[config.mk]
export PLATFORM = sky130hd
export DESIGN_NAME = col_bcast_seq
export DESIGN_NICKNAME = d
export VERILOG_FILES = /design/src/rtl/col_bcast_pkg.sv /design/src/rtl/col_bcast_src.sv /design/src/rtl/col_bcast_hop.sv /design/src/rtl/col_bcast_seq.sv
export SDC_FILE = /design/constraint.sdc
export NUM_CORES = 1
export LEC_CHECK = 0
export CAP_MARGIN = 20
export CORE_AREA = 2 2 295 239
export CTS_BUF_LIST = sky130_fd_sc_hd__clkbuf_16
export DETAILED_ROUTE_END_ITERATION = 10
export DIE_AREA = 0 0 297 241
export GPL_ROUTABILITY_DRIVEN = 0
export PLACE_DENSITY_LB_ADDON = 0.2
export SYNTH_ARGS = -nofsm -noshare
export SYNTH_HDL_FRONTEND = slang
export SYNTH_HIERARCHICAL = 1
export SYNTH_SLANG_ARGS = --single-unit
[constraint.sdc]
create_clock -name clk -period 4.3 [get_ports clk]
set_input_delay 0.86 -clock clk [delete_from_list [all_inputs] [get_ports clk]]
set_output_delay 0.86 -clock clk [all_outputs]
set_load 0.01 [all_outputs]
[src/rtl/col_bcast_pkg.sv]
package col_bcast_pkg;

   localparam int WORD_W = 32;

   // One flit on a column channel: valid, token flag, payload.
   typedef struct packed {
      logic              vld;
      logic              tok;
      logic [WORD_W-1:0] dat;
   } flit_t;

   localparam flit_t FLIT_IDLE = '0;

endpackage

[src/rtl/col_bcast_src.sv]
// Per-node turn tracker and word sequencer.
module col_bcast_src
   import col_bcast_pkg::*;
#(
   parameter int NODES   = 4,
   parameter int VEC_LEN = 4,
   parameter int ROW     = 0
) (
   input  logic                      clk,
   input  logic                      rst_n,
   input  logic                      run_start,
   input  logic                      busy,
   input  logic                      adv,
   input  logic [VEC_LEN*WORD_W-1:0] vec,
   input  flit_t                     dn_seen,
   output flit_t                     src_flit,
   output logic                      src_on,
   output logic                      turns_full
);

   localparam int POS_W = $clog2(NODES + 1);
   localparam int IDX_W = $clog2(VEC_LEN + 1);

   logic [POS_W-1:0]  pos_q;
   logic [IDX_W-1:0]  idx_q;
   logic              sent_q;
   logic              at_tok;
   logic [WORD_W-1:0] word;

   assign at_tok     = (idx_q == IDX_W'(VEC_LEN));
   assign src_on     = busy && !sent_q && (pos_q == POS_W'(ROW));
   assign turns_full = (pos_q == POS_W'(NODES));

   always_comb begin
      word = '0;
      for (int w = 0; w < VEC_LEN; w++) begin
         if (idx_q == IDX_W'(w)) word = vec[w*WORD_W +: WORD_W];
      end
   end

   always_comb begin
      src_flit.vld = src_on;
      src_flit.tok = at_tok;
      src_flit.dat = at_tok ? '0 : word;
   end

   always_ff @(posedge clk or negedge rst_n) begin
      if (!rst_n) begin
         pos_q  <= '0;
         idx_q  <= '0;
         sent_q <= 1'b0;
      end else if (run_start) begin
         pos_q  <= '0;
         idx_q  <= '0;
         sent_q <= 1'b0;
      end else if (adv && busy) begin
         if (dn_seen.vld && dn_seen.tok && (pos_q < POS_W'(NODES)))
            pos_q <= pos_q + 1'b1;
         if (src_on) begin
            if (at_tok) begin
               sent_q <= 1'b1;
               idx_q  <= '0;
            end else begin
               idx_q  <= idx_q + 1'b1;
            end
         end
      end
   end

endmodule

[src/rtl/col_bcast_hop.sv]
// One node's upward and downward channel registers.
module col_bcast_hop
   import col_bcast_pkg::*;
(
   input  logic              clk,
   input  logic              rst_n,
   input  logic              adv,
   input  logic              src_on,
   input  flit_t             src_flit,
   input  flit_t             up_in,
   input  flit_t             dn_in,
   output flit_t             up_q,
   output flit_t             dn_q,
   output logic              rx_vld,
   output logic [WORD_W-1:0] rx_dat
);

   flit_t up_d;

   assign up_d   = src_on ? src_flit : up_in;
   assign rx_vld = dn_q.vld && !dn_q.tok;
   assign rx_dat = dn_q.dat;

   always_ff @(posedge clk or negedge rst_n) begin
      if (!rst_n) begin
         up_q <= FLIT_IDLE;
         dn_q <= FLIT_IDLE;
      end else if (adv) begin
         up_q <= up_d;
         dn_q <= dn_in;
      end
   end

endmodule

[src/rtl/col_bcast_seq.sv]
module col_bcast_seq
   import col_bcast_pkg::*;
#(
   parameter int NODES   = 4,
   parameter int VEC_LEN = 4
) (
   input  logic                            clk,
   input  logic                            rst_n,
   input  logic                            start,
   input  logic [NODES*VEC_LEN*WORD_W-1:0] send_vec,
   input  logic [NODES-1:0]                rx_ready,
   output logic [NODES-1:0]                rx_valid,
   output logic [NODES*WORD_W-1:0]         rx_data,
   output logic                            done
);

   localparam int VEC_W = VEC_LEN * WORD_W;

   if (NODES < 2) begin : g_bad_nodes
      $error("col_bcast_seq: NODES must be at least 2");
   end
   if (VEC_LEN < 1) begin : g_bad_len
      $error("col_bcast_seq: VEC_LEN must be at least 1");
   end

   logic             busy;
   logic             adv;
   logic             run_start;
   logic [NODES-1:0] full_v;
   logic [NODES-1:0] src_on_v;
   logic [NODES-1:0] up_south_vld;

   flit_t up_q     [NODES-1:0];
   flit_t dn_q     [NODES-1:0];
   flit_t up_south [NODES-1:0];
   flit_t dn_north [NODES-1:0];
   flit_t src_f    [NODES-1:0];

   assign adv       = &rx_ready;
   assign run_start = start && !busy;
   // The bottom node is the last to see the final token.
   assign done      = busy && (&full_v);

   always_ff @(posedge clk or negedge rst_n) begin
      if (!rst_n)         busy <= 1'b0;
      else if (run_start) busy <= 1'b1;
      else if (done)      busy <= 1'b0;
   end

   for (genvar i = 0; i < NODES; i++) begin : g_node
      if (i == NODES - 1) begin : g_bottom
         assign up_south[i] = FLIT_IDLE;
      end else begin : g_mid
         assign up_south[i] = up_q[i+1];
      end

      if (i == 0) begin : g_head
         // Turnaround: the upward channel re-enters as the downward channel.
         assign dn_north[i] = up_q[0];
      end else begin : g_below
         assign dn_north[i] = dn_q[i-1];
      end

      assign up_south_vld[i] = up_south[i].vld;

      col_bcast_src #(
         .NODES   (NODES),
         .VEC_LEN (VEC_LEN),
         .ROW     (i)
      ) u_src (
         .clk        (clk),
         .rst_n      (rst_n),
         .run_start  (run_start),
         .busy       (busy),
         .adv        (adv),
         .vec        (send_vec[i*VEC_W +: VEC_W]),
         .dn_seen    (dn_q[i]),
         .src_flit   (src_f[i]),
         .src_on     (src_on_v[i]),
         .turns_full (full_v[i])
      );

      col_bcast_hop u_hop (
         .clk      (clk),
         .rst_n    (rst_n),
         .adv      (adv),
         .src_on   (src_on_v[i]),
         .src_flit (src_f[i]),
         .up_in    (up_south[i]),
         .dn_in    (dn_north[i]),
         .up_q     (up_q[i]),
         .dn_q     (dn_q[i]),
         .rx_vld   (rx_valid[i]),
         .rx_dat   (rx_data[i*WORD_W +: WORD_W])
      );
   end

endmodule

Word level (Yosys, flattened, before mapping):

Cells that the tools add are included.

* add/subtract/negate cells: 8
* order comparisons: 4
* eq/ne operators: 23
* mux-type cells: 70
* reduce and logical (&&, ||, !) cells: 65

Operators with widths (number)
* $mux W32: 20
* $mux W34: 4
* $mux W3: 28
* $eq A3 B2 Y1 const B: 10
* $reduce_bool A2 Y1: 14
* $add A3 B1 Y3 const B: 8
* $eq A3 B3 Y1 const B: 8
* $logic_and A1 B1 Y1: 23
* $mux W1: 18
* $reduce_and A2 Y1: 8
* $eq A3 B1 Y1 const B: 5
* $logic_not A3 Y1: 5
* $lt A3 B3 Y1 const B: 4
* $reduce_and A3 Y1: 4
* $logic_not A1 Y1: 9
* $reduce_and A4 Y1: 2

* register bits after elaboration: 301
* output and inout port bits: 133

Depth between registers and ports, before layout:

Gate-level depths: netlist (run 1).

* word-level depth: 7
* gate-level depth with buffers: 10
* gate-level depth less buffers: 7

Cells and area by module:

The synthesis (run 1) kept the hierarchy.

By module, submodules not included
* col_bcast_hop: times used 4, cells an instance 252, area each 3138.0 um^2, sequential area each 1701.6 um^2
* col_bcast_src (g_node[1].u_src ...): times used 2, cells an instance 240, area each 1994.4 um^2, sequential area each 175.2 um^2
* col_bcast_src (g_node[3].u_src): times used 1, cells an instance 241, area each 1935.6 um^2, sequential area each 175.2 um^2
* col_bcast_src (g_node[0].u_src): times used 1, cells an instance 241, area each 1885.6 um^2, sequential area each 175.2 um^2
* col_bcast_seq: times used 1, cells an instance 8, area each 72.6 um^2, sequential area each 25.0 um^2

Worst setup path after synthesis (run 1):

OpenSTA, ideal clock, no wires.

* path type: input-to-reg
* start: input rx_ready[2]
* end: register g_node[1].u_src.pos_q[0]
* arrival: 2.244 ns
* required time: 4.175 ns
* slack: 1.932 ns
* stages: 4
* buffers on the path: 0
* path through: and4_1 > and2_1 > and4b_1 > mux2_2

* word-level cells in the longest chain between the ends: 4

RTL lines
* start, declared: RTL line col_bcast_seq.sv:11 `input logic [NODES-1:0] rx_ready,`
* $reduce_and A4 Y1: RTL line col_bcast_seq.sv:39 `assign adv = &rx_ready;`
* $logic_and A1 B1 Y1: RTL line col_bcast_src.sv:56 `end else if (adv && busy) begin`
* $reduce_bool A2 Y1 (no line)
* $reduce_and A2 Y1 (no line)
* end signal, assigned: RTL line col_bcast_src.sv:58 `pos_q <= pos_q + 1'b1;`
* end, declared: RTL line col_bcast_src.sv:24 `logic [POS_W-1:0] pos_q;`

No other way between the ends.
A chain may end at the register's enable or synchronous reset.

Worst setup path in the final report (run 1):

* start: register g_node[0].u_src.pos_q[0]
* end: output done

* word-level cells in the longest chain between the ends: 3

RTL lines
* start, declared: RTL line col_bcast_src.sv:24
* start signal, assigned: RTL line col_bcast_src.sv:58
* $eq A3 B3 Y1: RTL line col_bcast_src.sv:32 `assign turns_full = (pos_q == POS_W'(NODES));`
* net full_v[0]: RTL line col_bcast_seq.sv:29 `logic [NODES-1:0] full_v;`
* $reduce_and A4 Y1: RTL line col_bcast_seq.sv:42 `assign done = busy && (&full_v);`
* $logic_and A1 B1 Y1: RTL line col_bcast_seq.sv:42
* end, declared: RTL line col_bcast_seq.sv:14 `output logic done`

The timed path passes the listed nets, and every way through them passes these cells.

==> metrics, run 1 <==
Lkg Pwr ~0.011 uW; postcts setup bufs 0; Fin Setup TNS 0 ps; Cell Pwr Density approximately 500 nW/um^2; critical path data required time between 3000 and 4000 ps; vias in the first global route ~18000; # resized after CTS 0; Buf/Inv on CP 2; Critical Path Source Type flip-flop; top cells by count, synth dfrtp_1 (301), buf_4 (166), nor2_1 (162); most frequent cell after synthesis dfrtp_1; Tot GR Track Use 0.2113; final net count 2988; worst setup path class reg -> out; Psw ~5300 uW; Num Clock Sinks roughly 300; vias about 17000; clock transition at the registers of the reported paths 60 ps; Setup violations, final 0; Final ANT Viol Nets 0; share of total power in the clock network 0.203; layout cells sized above 1 0.1510; I/O Pins between 600 and 700; synthesized netlist cell count between 1500 and 2000; status complete, no violations; Layout area overhead 35.05%; Final period util 0.7509; I/O Buffers about 650; YS warnings 6; post-DP HPWL ~60000 um; RSZ-0062 raised after global routing no; initial core utilization 0.2986; Worst Setup SP g_node[0].u_src/pos_q[0]$_DFFE_PN0P_; Overflow after GRT 0; Main synth FF type dfrtp_1; Slew HR 0.2002; syn avg cell area just over 10 um^2; CTS tree yes; Max Slew Vio Count 0; minimum clock period roughly 3200 ps; global-route wire length before repair around 110000 um; row cnt 86; DRT iter0 DRCs around 900; cell accounting for the most synthesized area dfrtp_1; number of synthesized flops with an enable pin 0; DRC 0; register bit total from synthesis between 300 and 400; Pint around 8900 uW; die area 71580 um^2; number of buffers created by CTS 37; vias per std cell 5.045; FFs w/ async S/R, synth 1.000; core area just under 70000 um^2; Post-CTS Hold Fix Bufs 0; Clock Latency Late Sink about 550 ps; clk buf depth 3; Slowest cell on crit path clkdlybuf4s50_1; CP cell instances inv_1 -> ha_1 -> and2_1 -> nand4_1 -> nor2_1 -> clkdlybuf4s50_1; Synth area leaders dfrtp_1 (37%), a2111oi_2 (7.1%), mux2i_1 (6.8%); Initial DRT Pass Iterations 5; post-synthesis cell area between 20000 and 25000 um^2; WL final roughly 78000 um; logic gate share of total power 0.460; Unique masters post-synth 46; Peak VDD IR ~0.00027 V; sw frac 0.3746; top-area cell type share of the netlist area 0.3686; clock root buffer clkbuf_16; Setup Skew ~31 ps; Final Hold Fails 0; Max Fanout on Critical Path 4; reg2reg start g_node[0].u_src/idx_q[0]$_DFFE_PN0P_; Post-DP Area 26450 um^2; Setup crit end kind primary output; slew at the pin closest to its max-slew limit between 1000 and 1500 ps; DR WL/cell 23.04 um; max_cap viols 0; Seq pwr share 0.337; Seq/Total Area, Yosys 0.3686; highest clock rate a little over 300 MHz; CP arrival 2370 ps; max incr delay on CP 570 ps; die extent in y between 200 and 250 um; H-tree depth 2; largest net degree at the start of global routing a little over 90; Top Family by Delay on Critical Path buffers and inverters; initial antenna violation count 13; Final Instance Area ~28000 um^2; die width about 300 um; worst min path class in -> async
## layer usage
metal  global-route usage  vias up  part of all wire
li1                     -     8026                 -
met1               0.2754     8408              0.45
met2               0.3510      585              0.47
met3              0.04591      105             0.056
met5                    0        -           0.00054
met4              0.06474        8             0.023
## stage by stage
stage          hold WS [ps]  power [uW]  utilization  std cells  setup slack, ps
4_1_cts               345.4       14440       0.4026       3386             1025
5_1_grt               365.7       15120       0.4032       3393            934.2
6_report              331.2       14210       0.4033       3396             1071
3_5_place_dp          485.9       11470       0.3865       3321             1145
2_1_floorplan         455.5        8924            -       2011             1932
3_3_place_gp          475.2       11310       0.3865       3320            851.8
## path summary, 6_finish.rpt
path | end | slack (ps) | depth (start not counted)
worst min register to register | g_node[1].u_src/sent_q$_DFFE_PN0P_ | 490 | 2
min in group clk | g_node[1].u_src/sent_q$_DFFE_PN0P_ | 490 | 2
worst min-delay path | g_node[3].u_hop/rx_dat[13]$_DFFE_PN0P_ | 330 | 1
max in group asynchronous | g_node[0].u_src/idx_q[2]$_DFFE_PN0P_ | 2930 | 2
worst max-delay path | done | 1070 | 6
worst max register to register | g_node[0].u_hop/up_q[25]$_DFFE_PN0P_ | 1130 | 8
## area by class of cell
type	instances	area, um^2
fillers	6749	40840
multi-input cells	1368	10680
flip-flops and latches	301	7537
repair buffers	701	6990
well taps	924	1156
clock buffers	38	950.9
clock inverters	27	150.1
inverters	29	108.9
diodes	8	20.02
## cell families after synthesis
group,count (synthesis),synth area share
compound gates,547,0.2297
fa+ha+maj,31,0.01898
buf+inv,342,0.1174
flops,301,0.3686
mux,280,0.1533
other cells,1,0.0001835
simple gates,476,0.1118
## sequential cells by signal (all words and copies together), names as in the netlist
register	count
g_node.u_hop/up_q	136
g_node.u_hop/dn_q	8
busy	1
g_node.u_hop/rx_dat	128
g_node.u_src/sent_q	4
g_node.u_src/idx_q	12
g_node.u_src/pos_q	12
## power by group through the flow
stage	Clock, uW	Sequential [uW]	Combinational (uW)
6_report	2880	4790	6540
5_1_grt	3110	4950	7060
4_1_cts	3000	4830	6610
3_5_place_dp	0	4870	6600
3_3_place_gp	0	4840	6470
2_1_floorplan	0	4390	4530
## placed cells by master (no fill, tap or decap), types with 3 or more instances in the layout
cell type and count:
mux2_4 41, dfrtp_1 297, a2111oi_2 96, a21oi_1 149, ha_1 23, clkbuf_16 38
dfrtp_2 4, nand2_1 130, inv_6 3, nor2b_4 3, or4_1 3, mux2_2 100
inv_1 31, a31oi_1 4, a41oi_1 3, nor2b_1 130, clkinv_2 6, nor2_1 162
o21a_1 124, conb_1 34, o21ai_0 10, ha_2 8, a221oi_2 6, clkdlybuf4s50_1 650
buf_4 40, a221oi_1 122, clkinv_1 10, nand4_1 8, mux2i_1 139, a2111oi_0 8
nand2_2 3, inv_2 5, and2_1 6, nand2b_1 10, buf_12 8, diode_2 8
a2111oi_1 20, a32oi_1 3
## worst register-to-register path, stage by stage (launching register included)
cell	delay, ps
dfrtp_1	410
inv_1	120
ha_1	650
or2_1	320
a221oi_1	90
a2111oi_0	940
buf_4	260
mux2i_1	90
a21oi_1	200
Power figures use the tool's default switching activity.
==> run 2, diff against run 1 <==
Clock period 4.3 ns to 3.4 ns, I/O delays scaled along.
==> run 2 against run 1 <==
Compared with the run above: clock skew grew 7.8 ps; critical path type unchanged; sequential cell count did not move; count of clock-buffer cells in the layout increased by 3.
==> metrics, run 2 (synthesis results as in run 1) <==
I/O Pins ~650; largest net degree at the start of global routing just over 90; # resized after CTS 0; highest clock rate around 330 MHz; DRC 0; DRT iter0 DRCs 991; final net count 3020; Post-DP Area roughly 27000 um^2; Num Clock Sinks approximately 300; commonest non-fill, non-tap cell in the layout clkdlybuf4s50_1; FILL cells 6659; critical path depth 6; RSZ-0062 raised after global routing no; Fin Setup TNS 0 ps; Peak VDD IR approximately 0.00035 V; number of flip-flops in the largest register 136; Max Fanout on Critical Path 4; worst min path class in -> async; Setup Skew slightly below 40 ps; Tot GR Track Use 0.2113; Largest Register g_node.u_hop/up_q; core area 68440 um^2; row cnt 86; commonest non-fill, non-tap cells in the layout clkdlybuf4s50_1 (650), dfrtp_1 (297), nor2_1 (162), a21oi_1 (149), mux2i_1 (139); CP cell instances inv_1 -> ha_1 -> and2_1 -> nand4_1 -> nor2_1 -> clkdlybuf4s50_1; Initial DRT Pass Iterations 5; Lkg Pwr roughly 0.011 uW; Slowest cell on crit path clkdlybuf4s50_1; vias in the first global route approximately 18000; I/O Buffers roughly 650; Layout Cells excl Fill approximately 3400; Layout area overhead 37.61%; H-tree depth 2; Cell Pwr Density roughly 660 nW/um^2; CTS tree yes; status complete, no violations; initial core utilization 0.2986; critical path data required time between 2000 and 3000 ps; Setup crit end kind primary output; Slew HR 0.2678; clock root buffer clkbuf_16; Final Util 0.4109; Final Instance Area 28120 um^2; vias per std cell 4.986; worst r2r path cells 9; Setup violations, final 0; worst setup path class reg -> out; slew at the pin closest to its max-slew limit ~1100 ps; die area between 70000 and 80000 um^2; clock transition at the registers of the reported paths roughly 60 ps; DR WL/cell ~23 um; vias 17120; Buf/Inv on CP 2; post-DP HPWL between 60000 and 70000 um; CP arrival ~2400 ps; Final ANT Viol Nets 0; max_cap viols 0; minimum clock period just over 3000 ps; postcts setup bufs 0; Clock Latency Late Sink 570 ps; Final period util 0.8943; Overflow after GRT 0; layout cells sized above 1 0.1639; die width ~300 um; global-route wire length before repair between 100000 and 150000 um; die extent in y 241 um; WHS approximately 130 ps; number of buffers created by CTS 40; placed cell count approximately 3400; Critical Path Source Type flip-flop; WL final just under 80000 um; Post-CTS Hold Fix Bufs 0; Top Family by Delay on Critical Path buffers and inverters; Max Slew Vio Count 0; clk buf depth 3; max incr delay on CP about 580 ps; Final Hold Fails 0; initial antenna violation count 11
## run 2: cell count changes in the layout (fill, tap and decap cells not counted), moves of 3 or more
cell        delta
buf_4         +23
clkinv_1       -3
clkbuf_16      +3
buf_12         +6
clkinvlp_4     +3
bufinv_16      +4
## run 2: where the power goes
group | switching (uW) | total (uW) | internal, uW | leakage (uW)
registers | 1170 | 6070 | 4900 | 0.00355
clock network | 1680 | 4190 | 2510 | 0.000667
logic | 3970 | 8420 | 4450 | 0.00660
total | 6830 | 18700 | 11900 | 0.0108
## run 2: worst register-to-register path: stages (launching register included)
cell and delay (ps):
dfrtp_1 410, inv_1 110, ha_1 350, or2_1 190, buf_4 330, a221oi_1 100, a2111oi_1 890, buf_4 250
mux2i_1 90, a21oi_1 160
## run 2: final timing paths
path                                                               end                            startpoint  slack [ps]
worst max-delay path                                              done  g_node[0].u_src/pos_q[0]$_DFFE_PN0P_         360
worst min-delay path            g_node[3].u_hop/rx_dat[13]$_DFFE_PN0P_                                 rst_n         130
worst max register to register    g_node[0].u_hop/up_q[23]$_DFFE_PN0P_  g_node[0].u_src/idx_q[0]$_DFFE_PN0P_         410
worst min register to register  g_node[0].u_hop/rx_dat[19]$_DFFE_PN0P_  g_node[0].u_hop/up_q[19]$_DFFE_PN0P_         480
max in group asynchronous         g_node[3].u_hop/up_q[12]$_DFFE_PN0P_                                 rst_n        2340
min in group clk                g_node[0].u_hop/rx_dat[19]$_DFFE_PN0P_  g_node[0].u_hop/up_q[19]$_DFFE_PN0P_         480
## run 2: area by class of cell
type | count | area, um^2 | area share
tap | 924 | 1156 | 0.04111
timing repair buffer | 730 | 7291 | 0.2593
clock inverter | 32 | 292.8 | 0.01041
multi-input combinational | 1368 | 10690 | 0.3800
antenna | 9 | 22.52 | 0.0008009
sequential | 301 | 7537 | 0.2680
inverter | 29 | 108.9 | 0.003871
clock buffer | 41 | 1026 | 0.03649
## run 2: metrics by stage
| stage | total power, uW | setup WS, ps |
|---|---|---|
| 2_1_floorplan | 11290 | 1088 |
| 3_3_place_gp | 14500 | 221.7 |
| 3_5_place_dp | 14660 | 431.0 |
| 4_1_cts | 18960 | 301.2 |
| 5_1_grt | 19850 | 247.2 |
| 6_report | 18680 | 359.2 |
## run 2: per-layer routing
layer	vias to the layer above	GRT usage	part of all wire
li1	8087	-	-
met3	99	0.04267	0.056
met2	585	0.3492	0.47
met1	8349	0.2784	0.45
met5	-	0	0.00017
met4	2	0.06596	0.023
